**src/rtl/prbs_gen_pkg.sv**
```systemverilog
// Shared order encoding and per-order constants for the PRBS lane generator.
// Assumes shift registers are LFSR_W bits wide, with the oldest bit at index n-1.
package prbs_gen_pkg;

    localparam int LFSR_W = 31;
    localparam logic [4:0] TOP_IDX = 5'(LFSR_W - 1);

    typedef enum logic [1:0] {
        ORD_7  = 2'd0,
        ORD_15 = 2'd1,
        ORD_23 = 2'd2,
        ORD_31 = 2'd3
    } prbs_ord_e;

    // Index of the oldest stored bit (n-1), which is also the emitted bit.
    function automatic logic [4:0] ord_msb(input prbs_ord_e o);
        case (o)
            ORD_7:   return 5'd6;
            ORD_15:  return 5'd14;
            ORD_23:  return 5'd22;
            default: return 5'd30;
        endcase
    endfunction

    // Index of the second feedback tap (t-1).
    function automatic logic [4:0] ord_tap_idx(input prbs_ord_e o);
        case (o)
            ORD_7:   return 5'd2;
            ORD_15:  return 5'd0;
            ORD_23:  return 5'd4;
            default: return 5'd2;
        endcase
    endfunction

    // Fixed seed, right aligned; the leftmost written bit is emitted first.
    function automatic logic [LFSR_W-1:0] ord_seed(input prbs_ord_e o);
        case (o)
            ORD_7:   return LFSR_W'(7'b1111101);
            ORD_15:  return LFSR_W'(15'b111110101101110);
            ORD_23:  return LFSR_W'(23'b11111010110111001011101);
            default: return LFSR_W'(31'b1111101011011100101110100010011);
        endcase
    endfunction

    // Phase length 2^n - 1 as an all-ones value of n bits.
    function automatic logic [LFSR_W-1:0] ord_span(input prbs_ord_e o);
        return {LFSR_W{1'b1}} >> (TOP_IDX - ord_msb(o));
    endfunction

endpackage

```
**src/rtl/prbs_lane.sv**
```systemverilog
// One bit lane: a Fibonacci shift register whose length and taps follow the
// selected order. The emitted bit is the oldest stored bit. Bits above n-1
// are never read, so the register keeps one fixed width for every order.
module prbs_lane
    import prbs_gen_pkg::*;
#(
    parameter int W = LFSR_W
) (
    input  logic         clk,
    input  logic         rst_n,
    input  logic         load,
    input  logic         adv,
    input  prbs_ord_e    ord,
    input  logic [W-1:0] seed,
    output logic         bit_o
);

    logic [W-1:0] sr;
    logic         head;
    logic         fb;

    // Select the emitted bit and form the two-tap feedback.
    always_comb begin
        head  = sr[ord_msb(ord)];
        fb    = head ^ sr[ord_tap_idx(ord)];
        bit_o = head;
    end

    // Load the seed at start, otherwise shift one step per accepted word.
    always_ff @(posedge clk) begin
        if (!rst_n) begin
            sr <= '0;
        end else if (load) begin
            sr <= seed;
        end else if (adv) begin
            sr <= {sr[W-2:0], fb};
        end
    end

endmodule

```
**src/rtl/prbs_seq_ctrl.sv**
```systemverilog
// Run sequencer: accepts or rejects a start, latches the configuration,
// counts steps through the two phases and decides when the lanes advance.
// Assumes the lanes load in the same cycle that load is high.
module prbs_seq_ctrl
    import prbs_gen_pkg::*;
#(
    parameter int LANES = 32,
    parameter int VW    = $clog2(LANES) + 1,
    parameter int IDXW  = LFSR_W + 1
) (
    input  logic            clk,
    input  logic            rst_n,
    input  logic            start,
    input  prbs_ord_e       cfg_order,
    input  logic [VW-1:0]   cfg_victim,
    input  logic            cfg_check,
    input  logic            out_ready,
    input  logic            rd_valid,
    output logic            load,
    output logic            adv,
    output logic            busy,
    output logic            done,
    output logic            phase,
    output logic            cfg_err,
    output logic            out_valid,
    output logic            chk_en,
    output prbs_ord_e       ord_q,
    output logic [VW-1:0]   victim_q,
    output logic [IDXW-1:0] run_idx
);

    localparam logic [VW-1:0] LANE_LIM = VW'(LANES);

    logic              check_q;
    logic              victim_ok;
    logic [LFSR_W-1:0] cnt;
    logic [LFSR_W-1:0] last;

    // Decode start acceptance and the per-cycle advance condition.
    always_comb begin
        victim_ok = cfg_victim < LANE_LIM;
        load      = start && !busy && victim_ok;
        out_valid = busy && !check_q;
        chk_en    = busy && check_q && rd_valid;
        adv       = (out_valid && out_ready) || chk_en;
        last      = ord_span(ord_q) - LFSR_W'(1);
    end

    // Run state: configuration latch, phase and step counters, done flag.
    always_ff @(posedge clk) begin
        if (!rst_n) begin
            busy     <= 1'b0;
            done     <= 1'b0;
            phase    <= 1'b0;
            cfg_err  <= 1'b0;
            check_q  <= 1'b0;
            ord_q    <= ORD_7;
            victim_q <= '0;
            cnt      <= '0;
            run_idx  <= '0;
        end else begin
            cfg_err <= start && !busy && !victim_ok;
            if (load) begin
                busy     <= 1'b1;
                done     <= 1'b0;
                phase    <= 1'b0;
                check_q  <= cfg_check;
                ord_q    <= cfg_order;
                victim_q <= cfg_victim;
                cnt      <= '0;
                run_idx  <= '0;
            end else if (adv) begin
                run_idx <= run_idx + IDXW'(1);
                if (cnt == last) begin
                    cnt <= '0;
                    if (phase) begin
                        busy <= 1'b0;
                        done <= 1'b1;
                    end else begin
                        phase <= 1'b1;
                    end
                end else begin
                    cnt <= cnt + LFSR_W'(1);
                end
            end
        end
    end

    // a finished run is never also running.
    a_r9_done_excl_busy: assert property (@(posedge clk) disable iff (!rst_n)
        done |-> !busy);

    // a rejected start leaves the block idle.
    a_r7_reject_idle: assert property (@(posedge clk) disable iff (!rst_n)
        cfg_err |-> !busy);

    // the latched configuration does not move while a run continues.
    a_r10_cfg_frozen: assert property (@(posedge clk) disable iff (!rst_n)
        (busy && $past(busy)) |-> ($stable(ord_q) && $stable(victim_q)));

endmodule

```
**src/rtl/prbs_cmp.sv**
```systemverilog
// Read-back checker: compares a read word with the regenerated word and
// registers a one-cycle error pulse with the step index and both words.
// Assumes en is high only in cycles where the expected word is current.
module prbs_cmp #(
    parameter int LANES = 32,
    parameter int IDXW  = 32
) (
    input  logic             clk,
    input  logic             rst_n,
    input  logic             en,
    input  logic [LANES-1:0] exp_w,
    input  logic [LANES-1:0] act_w,
    input  logic [IDXW-1:0]  idx,
    output logic             mis_err,
    output logic [IDXW-1:0]  mis_step,
    output logic [LANES-1:0] mis_exp,
    output logic [LANES-1:0] mis_act
);

    logic diff;

    // Detect a mismatch in a checked cycle.
    always_comb diff = en && (exp_w != act_w);

    // Pulse the error and hold the details of the latest mismatch.
    always_ff @(posedge clk) begin
        if (!rst_n) begin
            mis_err  <= 1'b0;
            mis_step <= '0;
            mis_exp  <= '0;
            mis_act  <= '0;
        end else begin
            mis_err <= diff;
            if (diff) begin
                mis_step <= idx;
                mis_exp  <= exp_w;
                mis_act  <= act_w;
            end
        end
    end

    // a reported mismatch always carries two different words.
    a_r11_err_differs: assert property (@(posedge clk) disable iff (!rst_n)
        mis_err |-> (mis_exp != mis_act));

endmodule

```
**src/rtl/prbs_lane_gen.sv**
```systemverilog
// Multi-lane PRBS data generator and checker. Each lane runs its own shift
// register. The victim lane is seeded from the fixed per-order seed, and the
// others are seeded from it or from lane_seed. Bit j of the word is lane j,
// with the victim bit inverted during the second phase.
module prbs_lane_gen
    import prbs_gen_pkg::*;
#(
    parameter int LANES = 32,
    parameter int W     = LFSR_W,
    parameter int VW    = $clog2(LANES) + 1,
    parameter int IDXW  = W + 1
) (
    input  logic             clk,
    input  logic             rst_n,
    input  logic             start,
    input  logic [1:0]       cfg_order,
    input  logic [VW-1:0]    cfg_victim,
    input  logic             cfg_random,
    input  logic             cfg_check,
    input  logic [LANES*W-1:0] lane_seed,
    output logic             busy,
    output logic             done,
    output logic             phase,
    output logic             cfg_err,
    output logic             out_valid,
    input  logic             out_ready,
    output logic [LANES-1:0] out_data,
    input  logic             rd_valid,
    input  logic [LANES-1:0] rd_data,
    output logic             mis_err,
    output logic [IDXW-1:0]  mis_step,
    output logic [LANES-1:0] mis_exp,
    output logic [LANES-1:0] mis_act
);

    prbs_ord_e        ord_in;
    prbs_ord_e        ord_q;
    logic [VW-1:0]    victim_q;
    logic [IDXW-1:0]  run_idx;
    logic             load;
    logic             adv;
    logic             chk_en;
    logic [LANES-1:0] lane_bit;
    logic [LANES-1:0] word;

    // Cast the raw order code to the shared enum.
    always_comb ord_in = prbs_ord_e'(cfg_order);

    prbs_seq_ctrl #(
        .LANES (LANES),
        .VW    (VW),
        .IDXW  (IDXW)
    ) u_ctrl (
        .clk        (clk),
        .rst_n      (rst_n),
        .start      (start),
        .cfg_order  (ord_in),
        .cfg_victim (cfg_victim),
        .cfg_check  (cfg_check),
        .out_ready  (out_ready),
        .rd_valid   (rd_valid),
        .load       (load),
        .adv        (adv),
        .busy       (busy),
        .done       (done),
        .phase      (phase),
        .cfg_err    (cfg_err),
        .out_valid  (out_valid),
        .chk_en     (chk_en),
        .ord_q      (ord_q),
        .victim_q   (victim_q),
        .run_idx    (run_idx)
    );

    for (genvar j = 0; j < LANES; j++) begin : g_lane
        logic [W-1:0] sd;

        // Pick the seed: external bits for aggressors in random mode, else fixed.
        always_comb begin
            if (cfg_random && (cfg_victim != VW'(j)))
                sd = lane_seed[j*W +: W];
            else
                sd = ord_seed(ord_in);
        end

        prbs_lane #(
            .W (W)
        ) u_lane (
            .clk   (clk),
            .rst_n (rst_n),
            .load  (load),
            .adv   (adv),
            .ord   (ord_q),
            .seed  (sd),
            .bit_o (lane_bit[j])
        );

        // Place the lane bit, inverting the victim in the second phase.
        always_comb word[j] = lane_bit[j] ^ (phase && (victim_q == VW'(j)));
    end

    // Present the generated word on the output.
    always_comb out_data = word;

    prbs_cmp #(
        .LANES (LANES),
        .IDXW  (IDXW)
    ) u_cmp (
        .clk      (clk),
        .rst_n    (rst_n),
        .en       (chk_en),
        .exp_w    (word),
        .act_w    (rd_data),
        .idx      (run_idx),
        .mis_err  (mis_err),
        .mis_step (mis_step),
        .mis_exp  (mis_exp),
        .mis_act  (mis_act)
    );

    // a stalled word stays valid and unchanged.
    a_r8_hold_on_stall: assert property (@(posedge clk) disable iff (!rst_n)
        (out_valid && !out_ready) |=> (out_valid && $stable(out_data)));

endmodule

```
**config.mk**
```make
export PLATFORM = sky130hd
export DESIGN_NAME = prbs_lane_gen
export DESIGN_NICKNAME = d
export VERILOG_FILES = /design/src/rtl/prbs_gen_pkg.sv /design/src/rtl/prbs_lane.sv /design/src/rtl/prbs_seq_ctrl.sv /design/src/rtl/prbs_cmp.sv /design/src/rtl/prbs_lane_gen.sv
export SDC_FILE = /design/constraint.sdc
export NUM_CORES = 2
export LEC_CHECK = 0
export BUFFER_PORTS_ARGS = -buffer_cell sky130_fd_sc_hd__buf_2
export CORE_MARGIN = 4
export CORE_UTILIZATION = 29
export CTS_CLUSTER_DIAMETER = 80
export DETAILED_ROUTE_END_ITERATION = 7
export SLEW_MARGIN = 20
export SYNTH_ARGS = -nofsm -noshare
export SYNTH_HDL_FRONTEND = slang
export SYNTH_HIERARCHICAL = 1
export SYNTH_SLANG_ARGS = --single-unit
```
**constraint.sdc**
```tcl
create_clock -name clk -period 13.7 [get_ports clk]
set_input_delay 0 -clock clk [delete_from_list [all_inputs] [get_ports clk]]
set_output_delay 0 -clock clk [all_outputs]
set_load 0.02 [all_outputs]
```
# == Word level (Yosys, flattened, before mapping) ==
# Cells that the tools add are included.
# classes
n_addsub,4
magnitude_cmp,3
n_eq_ne,68
shift,1
muxes,232
n_bitwise,65
reduce_logical,87
# ops
operator,n
two-way mux 31 bit,97
binary-select mux 1 bit (select 5 bit),64
"equality test 6 x 5 -> 1 bit, second input constant",16
"!= test 6 x 5 -> 1 bit, second input constant",16
one-hot mux 31 bit (3 select lines),1
logical AND 1 bit,72
two-way mux 1 bit,68
bitwise XOR 1 bit,64
"equality test 6 x 4 -> 1 bit, second input constant",8
"!= test 6 x 4 -> 1 bit, second input constant",8
"adder 32 x 1 -> 32 bit, second input constant",1
!= test 32 bit,1
"adder 31 x 1 -> 31 bit, second input constant",1
equality test 31 bit,1
">> shifter 31 x 5 -> 31 bit, first input constant",1
"subtractor 31 x 1 -> 31 bit, second input constant",1
"equality test 6 x 3 -> 1 bit, second input constant",4
"!= test 6 x 3 -> 1 bit, second input constant",4
one-hot mux 5 bit (3 select lines),1
"equality test 6 x 2 -> 1 bit, second input constant",2
"!= test 6 x 2 -> 1 bit, second input constant",2
"equality test 6 x 1 -> 1 bit, second input constant",1
zero test 6 bit,1
"< comparator 3 x 6 -> 1 bit, second input constant",1
16 further kinds,24
# totals
reg_bits,1165
input_bits,1039

# == Depth between registers and ports, before layout ==
# logic_depth
depth_word,9
depth_mapped,15

# == By module ==
# The synthesis kept the hierarchy.
# by_module_without_submodules
mod,instances,cells_each,area_per_inst_um2,seq_area_each_um2
prbs_lane,32,187,1599.0,620.6
prbs_lane_gen,1,1707,11823.8,0.0
prbs_cmp,1,461,4139.0,1941.9
prbs_seq_ctrl,1,412,3540.9,1521.5

# == Least setup slack after synthesis ==
# Ideal clock, no wire load.
# synth_timing
path_type,reg-to-reg
startpoint,register u_ctrl.ord_q[0]
endpoint,register u_cmp.mis_err
setup_ps,115
arrival_time_ps,4884
path_slack_ps,8701
stages_incl_launch_ff,15
cell_sequence,dfxtp_1 ha_1 nor2b_1 a2111oi_0 or3_1 inv_1 xnor2_1 xnor2_1 nand4_1 nor4_1 a21boi_1 buf_2 buf_6 buf_6 and2_1
# synth_via
elab_chain_len,7
# synth_rtl
element,line_no,rtl
from (decl),prbs_seq_ctrl.sv:27,"output prbs_ord_e ord_q,"
from (signal assigned),prbs_seq_ctrl.sv:68,ord_q <= cfg_order;
equality test 2 bit (tied with other cells),prbs_gen_pkg.sv:17,case (o)
one-hot mux 5 bit (3 select lines) *,prbs_gen_pkg.sv:17,
binary-select mux 1 bit (select 5 bit) *,prbs_lane.sv:24,head = sr[ord_msb(ord)];
two-way mux 1 bit (implied by the code) *,prbs_lane.sv:24,
named net lane_bit[11],prbs_lane_gen.sv:43,logic [LANES-1:0] lane_bit;
bitwise XOR 1 bit *,prbs_lane_gen.sv:99,always_comb word[j] = lane_bit[j] ^ (phase && (victim_q == VW'(j)));
named net out_data[11],prbs_lane_gen.sv:27,"output logic [LANES-1:0] out_data,"
!= test 32 bit *,prbs_cmp.sv:23,always_comb diff = en && (exp_w != act_w);
logical AND 1 bit *,prbs_cmp.sv:23,
to (signal assigned),prbs_cmp.sv:33,mis_err <= diff;
to (decl),prbs_cmp.sv:14,"output logic mis_err,"
# The timed path passes the listed nets; every way through them passes the cells marked *. The select of a mux whose other input is x is not followed.
# A chain may end at the register's enable or synchronous reset.

# == Worst setup path in the final report ==
# layout_timing
startpoint,register u_ctrl.ord_q[0]
endpoint,register u_cmp.mis_act[1]
# layout_via
elab_chain_len,7
# layout_rtl
element,line_no,rtl
equality test 2 bit (tied with other cells),prbs_gen_pkg.sv:17,
one-hot mux 5 bit (3 select lines) *,prbs_gen_pkg.sv:17,
binary-select mux 1 bit (select 5 bit) *,prbs_lane.sv:24,
two-way mux 1 bit (implied by the code) *,prbs_lane.sv:24,
named net lane_bit[6],prbs_lane_gen.sv:43,
bitwise XOR 1 bit *,prbs_lane_gen.sv:99,
!= test 32 bit *,prbs_cmp.sv:23,
logical AND 1 bit *,prbs_cmp.sv:23,
to (signal assigned),prbs_cmp.sv:37,mis_act <= act_w;
to (decl),prbs_cmp.sv:17,output logic [LANES-1:0] mis_act
# Marks and branches as above.

==> impl_metrics.json <==
{
  "p_seq_share_pct": 38.8,
  "fin_skew_ns": 0.0365,
  "grt.total_usage_pct": 25.6,
  "h-tree-depth": 4,
  "vdd_drop_max_mv": 0.106,
  "slew_violations": 0,
  "regArea_sq_mm": 0.0233,
  "period_share_pct": 43.7,
  "clock_latency_ns": 0.80,
  "die_x_um": 502,
  "crit_fanout": 57,
  "start_util_pct": 29.3,
  "dr.pass1.iters": 6,
  "portBuffers": 1172,
  "root_buffer": "clkbuf_16",
  "clk_path_buf_depth": 3,
  "io-pin-count": 1173,
  "ys_ff_latch": 1165,
  "combPwrFrac_pct": 20.1,
  "max_clock_freq_mhz": 167,
  "rsz0062_at_grt": "false",
  "grt_antenna_before_repair": 58,
  "cts_tree": "yes",
  "drc_errors": 0,
  "hold_class": "input port to flop",
  "drv_cap": 0,
  "wl_per_cell_um": 24.6,
  "synth_cell_types": 80,
  "path_class": "flop to flop",
  "netlist_area_sq_mm": 0.0707,
  "grt.overflow.total": 0,
  "nets": 11600,
  "p_switching_mw": 2.85,
  "outcome": "complete, no violations",
  "clock_sinks": 1165,
  "synthesis.nets": 9707,
  "core_area_sq_mm": 0.241,
  "clockPowerShare_pct": 41.2,
  "via_per_inst": 5.17,
  "grt_max_degree": 257,
  "hpwl_mm": 239,
  "ys_async_sr_fraction_pct": 0,
  "sw_frac_of_total_pct": 30.3,
  "p_per_area_mw_per_mm2": 99.6,
  "instances_no_fill": 13800,
  "finalHoldViolCount": 0,
  "yosysSeqAreaShare_pct": 33.0,
  "endpoint_kind": "flop",
  "num_rows": 180,
  "synthTopCellsByArea": "dfxtp_1 (33%), mux2i_1 (15%), and2_1 (9.7%)",
  "path_clk_slew_ns": 0.06,
  "routabilityCongestion": 0.885,
  "dp_cells": 12400,
  "p_leak_nw": 38.3,
  "cts_buffers": 145,
  "dieArea_sq_mm": 0.252,
  "critPathRequiredTime_ns": 14.41,
  "nFillCells": 24100,
  "syn2layout_area_growth_pct": 33.9,
  "ys.flop_type": "dfxtp_1",
  "synthTopCellsByCount": "nand2_1 (1,394), dfxtp_1 (1,165), and2_1 (1,092), mux2i_1 (1,057), o21ai_0 (1,015)",
  "yosysWarnings": 6,
  "drtIter0Drc": 6994,
  "cts_setup_buffers": 0,
  "min_period_ns": 5.99,
  "finalSetupViolations": 0,
  "yosys.area.top_type_share_pct": 33.0,
  "synth_top_cell_by_area": "dfxtp_1",
  "slew_headroom_pct": 15.6,
  "syn_inst": 8564,
  "grt_pass1_vias": 68200,
  "die_h_um": 502,
  "grt_first_pass_wirelength_mm": 477,
  "intPower_mw": 6.57,
  "cp-start-kind": "flop",
  "worst_pin_slew_ns": 1.26,
  "synth_area_per_cell_sq_um": 8.25,
  "drive_gt1_share_pct": 16.7,
  "cp.arrival_ns": 6.70,
  "drt_wl_total_mm": 339,
  "vias": 71200,
  "multi_input_area_sq_mm": 0.0440,
  "setup_tns_ns": 0,
  "ant_nets": 0,
  "synth_edf_count": 0,
  "synth_most_common_cell": "nand2_1"
}
==> critical path: stages (launching register included) <==
cell	delay (ns)
dfxtp_4	0.82
buf_4	0.71
inv_1	0.11
ha_1	0.27
a2111oi_0	0.48
or3_1	0.23
inv_1	0.13
xnor2_1	0.58
xnor2_1	0.18
nand4_1	0.14
nor4_1	0.08
a21boi_4	0.15
buf_4	0.64
buf_4	0.83
mux2i_1	0.28
==> final cells by class <==
| type | instances | area share [%] |
|---|---|---|
| multi-input combinational | 6606 | 46.5 |
| inverter | 107 | 0.432 |
| clock inverter | 45 | 0.635 |
| timing repair buffer | 2408 | 19.1 |
| antenna | 39 | 0.103 |
| clock buffer | 207 | 4.39 |
| tap | 3185 | 4.21 |
| sequential | 1165 | 24.7 |
==> worst paths after layout <==
path / slack, ns / cells after the start / start / endpoint
setup / recovery: 7.71 / 14 / u_ctrl/ord_q[0] / u_cmp/mis_act[1]
hold / removal: 0.09 / 6 / cfg_random / g_lane[8].u_lane/sr[1]
setup reg to reg: 7.71 / 14 / u_ctrl/ord_q[0] / u_cmp/mis_act[1]
hold reg to reg: 0.45 / 2 / u_cmp/mis_exp[16] / u_cmp/mis_exp[16]
==> power groups by stage <==
stage | combinational, mW | clock [mW] | sequential (mW)
final | 1.89 | 3.88 | 3.65
after floorplan | 0.975 | 0 | 3.68
after global placement | 1.59 | 0 | 3.72
after CTS | 1.86 | 3.94 | 3.65
after global routing | 2.03 | 4.07 | 3.67
after detailed placement | 1.59 | 0 | 3.73
==> layer usage <==
layer  share of wire [%]  vias to the layer above  track usage [%]
met1                  42                    33500             33.0
met3                 8.2                      932             5.63
met2                  43                     3432             39.0
met5               0.039                        -                0
li1                    -                    33300                -
met4                 6.9                       20             15.5
==> timing repair <==
| item | in CTS | in global routing |
|---|---|---|
| resized for setup | 0 | 0 |
| endpoints found under the hold margin | 1059 | 0 |
| hold buffers | 1117 | 0 |
==> sequential cells by signal, summed over array words and instances, names as in the netlist <==
name / flops
u_cmp/mis_act: 32
u_cmp/mis_err: 1
u_ctrl/cfg_err: 1
u_ctrl/done: 1
u_cmp/mis_step: 32
u_ctrl/run_idx: 32
u_ctrl/ord_q: 2
u_cmp/mis_exp: 32
g_lane.u_lane/sr: 992
u_ctrl/victim_q: 6
u_ctrl/check_q: 1
u_ctrl/phase: 1
u_ctrl/busy: 1
u_ctrl/cnt: 31
==> cell usage in the layout, fill, tap and decap left out, types with 32 or more instances in the layout <==
| cell | n |
|---|---|
| o211ai_2 | 32 |
| o311ai_0 | 32 |
| nand3_1 | 39 |
| o21ai_0 | 1015 |
| nor2b_1 | 37 |
| mux4_2 | 32 |
| clkbuf_16 | 145 |
| a21o_1 | 513 |
| a2111oi_0 | 32 |
| o21ai_1 | 92 |
| nor2_1 | 152 |
| nor4b_1 | 33 |
| o21a_1 | 227 |
| xnor2_1 | 90 |
| inv_1 | 106 |
| o21ai_2 | 38 |
| ha_1 | 102 |
| buf_4 | 107 |
| buf_2 | 1170 |
| dfxtp_1 | 1163 |
| a21oi_1 | 104 |
| nand4_1 | 39 |
| or3_1 | 69 |
| dlygate4sd3_1 | 1117 |
| diode_2 | 39 |
| mux2i_1 | 1057 |
| and2_1 | 1090 |
| o2bb2ai_1 | 32 |
| nand2b_1 | 33 |
| nand2_1 | 1393 |
| o22ai_1 | 64 |
| clkbuf_1 | 33 |
==> cells by family after synthesis <==
group                    synth area share [%]
AO/OA/AOI/OAI                            20.3
XOR/XNOR                                 1.45
adder cells (fa/ha/maj)                  1.84
buffers and inverters                    5.18
flip-flops                               33.0
multiplexers                             16.5
AND/OR/NAND/NOR                          21.7
==> metrics by stage <==
step | util, % | setup WS [ns] | total power [mW] | hold WS [ns] | cell area [sq um]
after floorplan | - | 8.70 | 4.65 | 0.122 | 70700
after global placement | 32.5 | 7.73 | 5.31 | 0.276 | 78500
after detailed placement | 32.5 | 7.66 | 5.32 | 0.282 | 78600
after CTS | 39.1 | 7.61 | 9.45 | 0.000242 | 94500
after global routing | 39.2 | 7.35 | 9.77 | 0.0326 | 94600
final | 39.2 | 7.71 | 9.42 | 0.0937 | 94600
No activity file was read; power rests on OpenSTA's default activity.
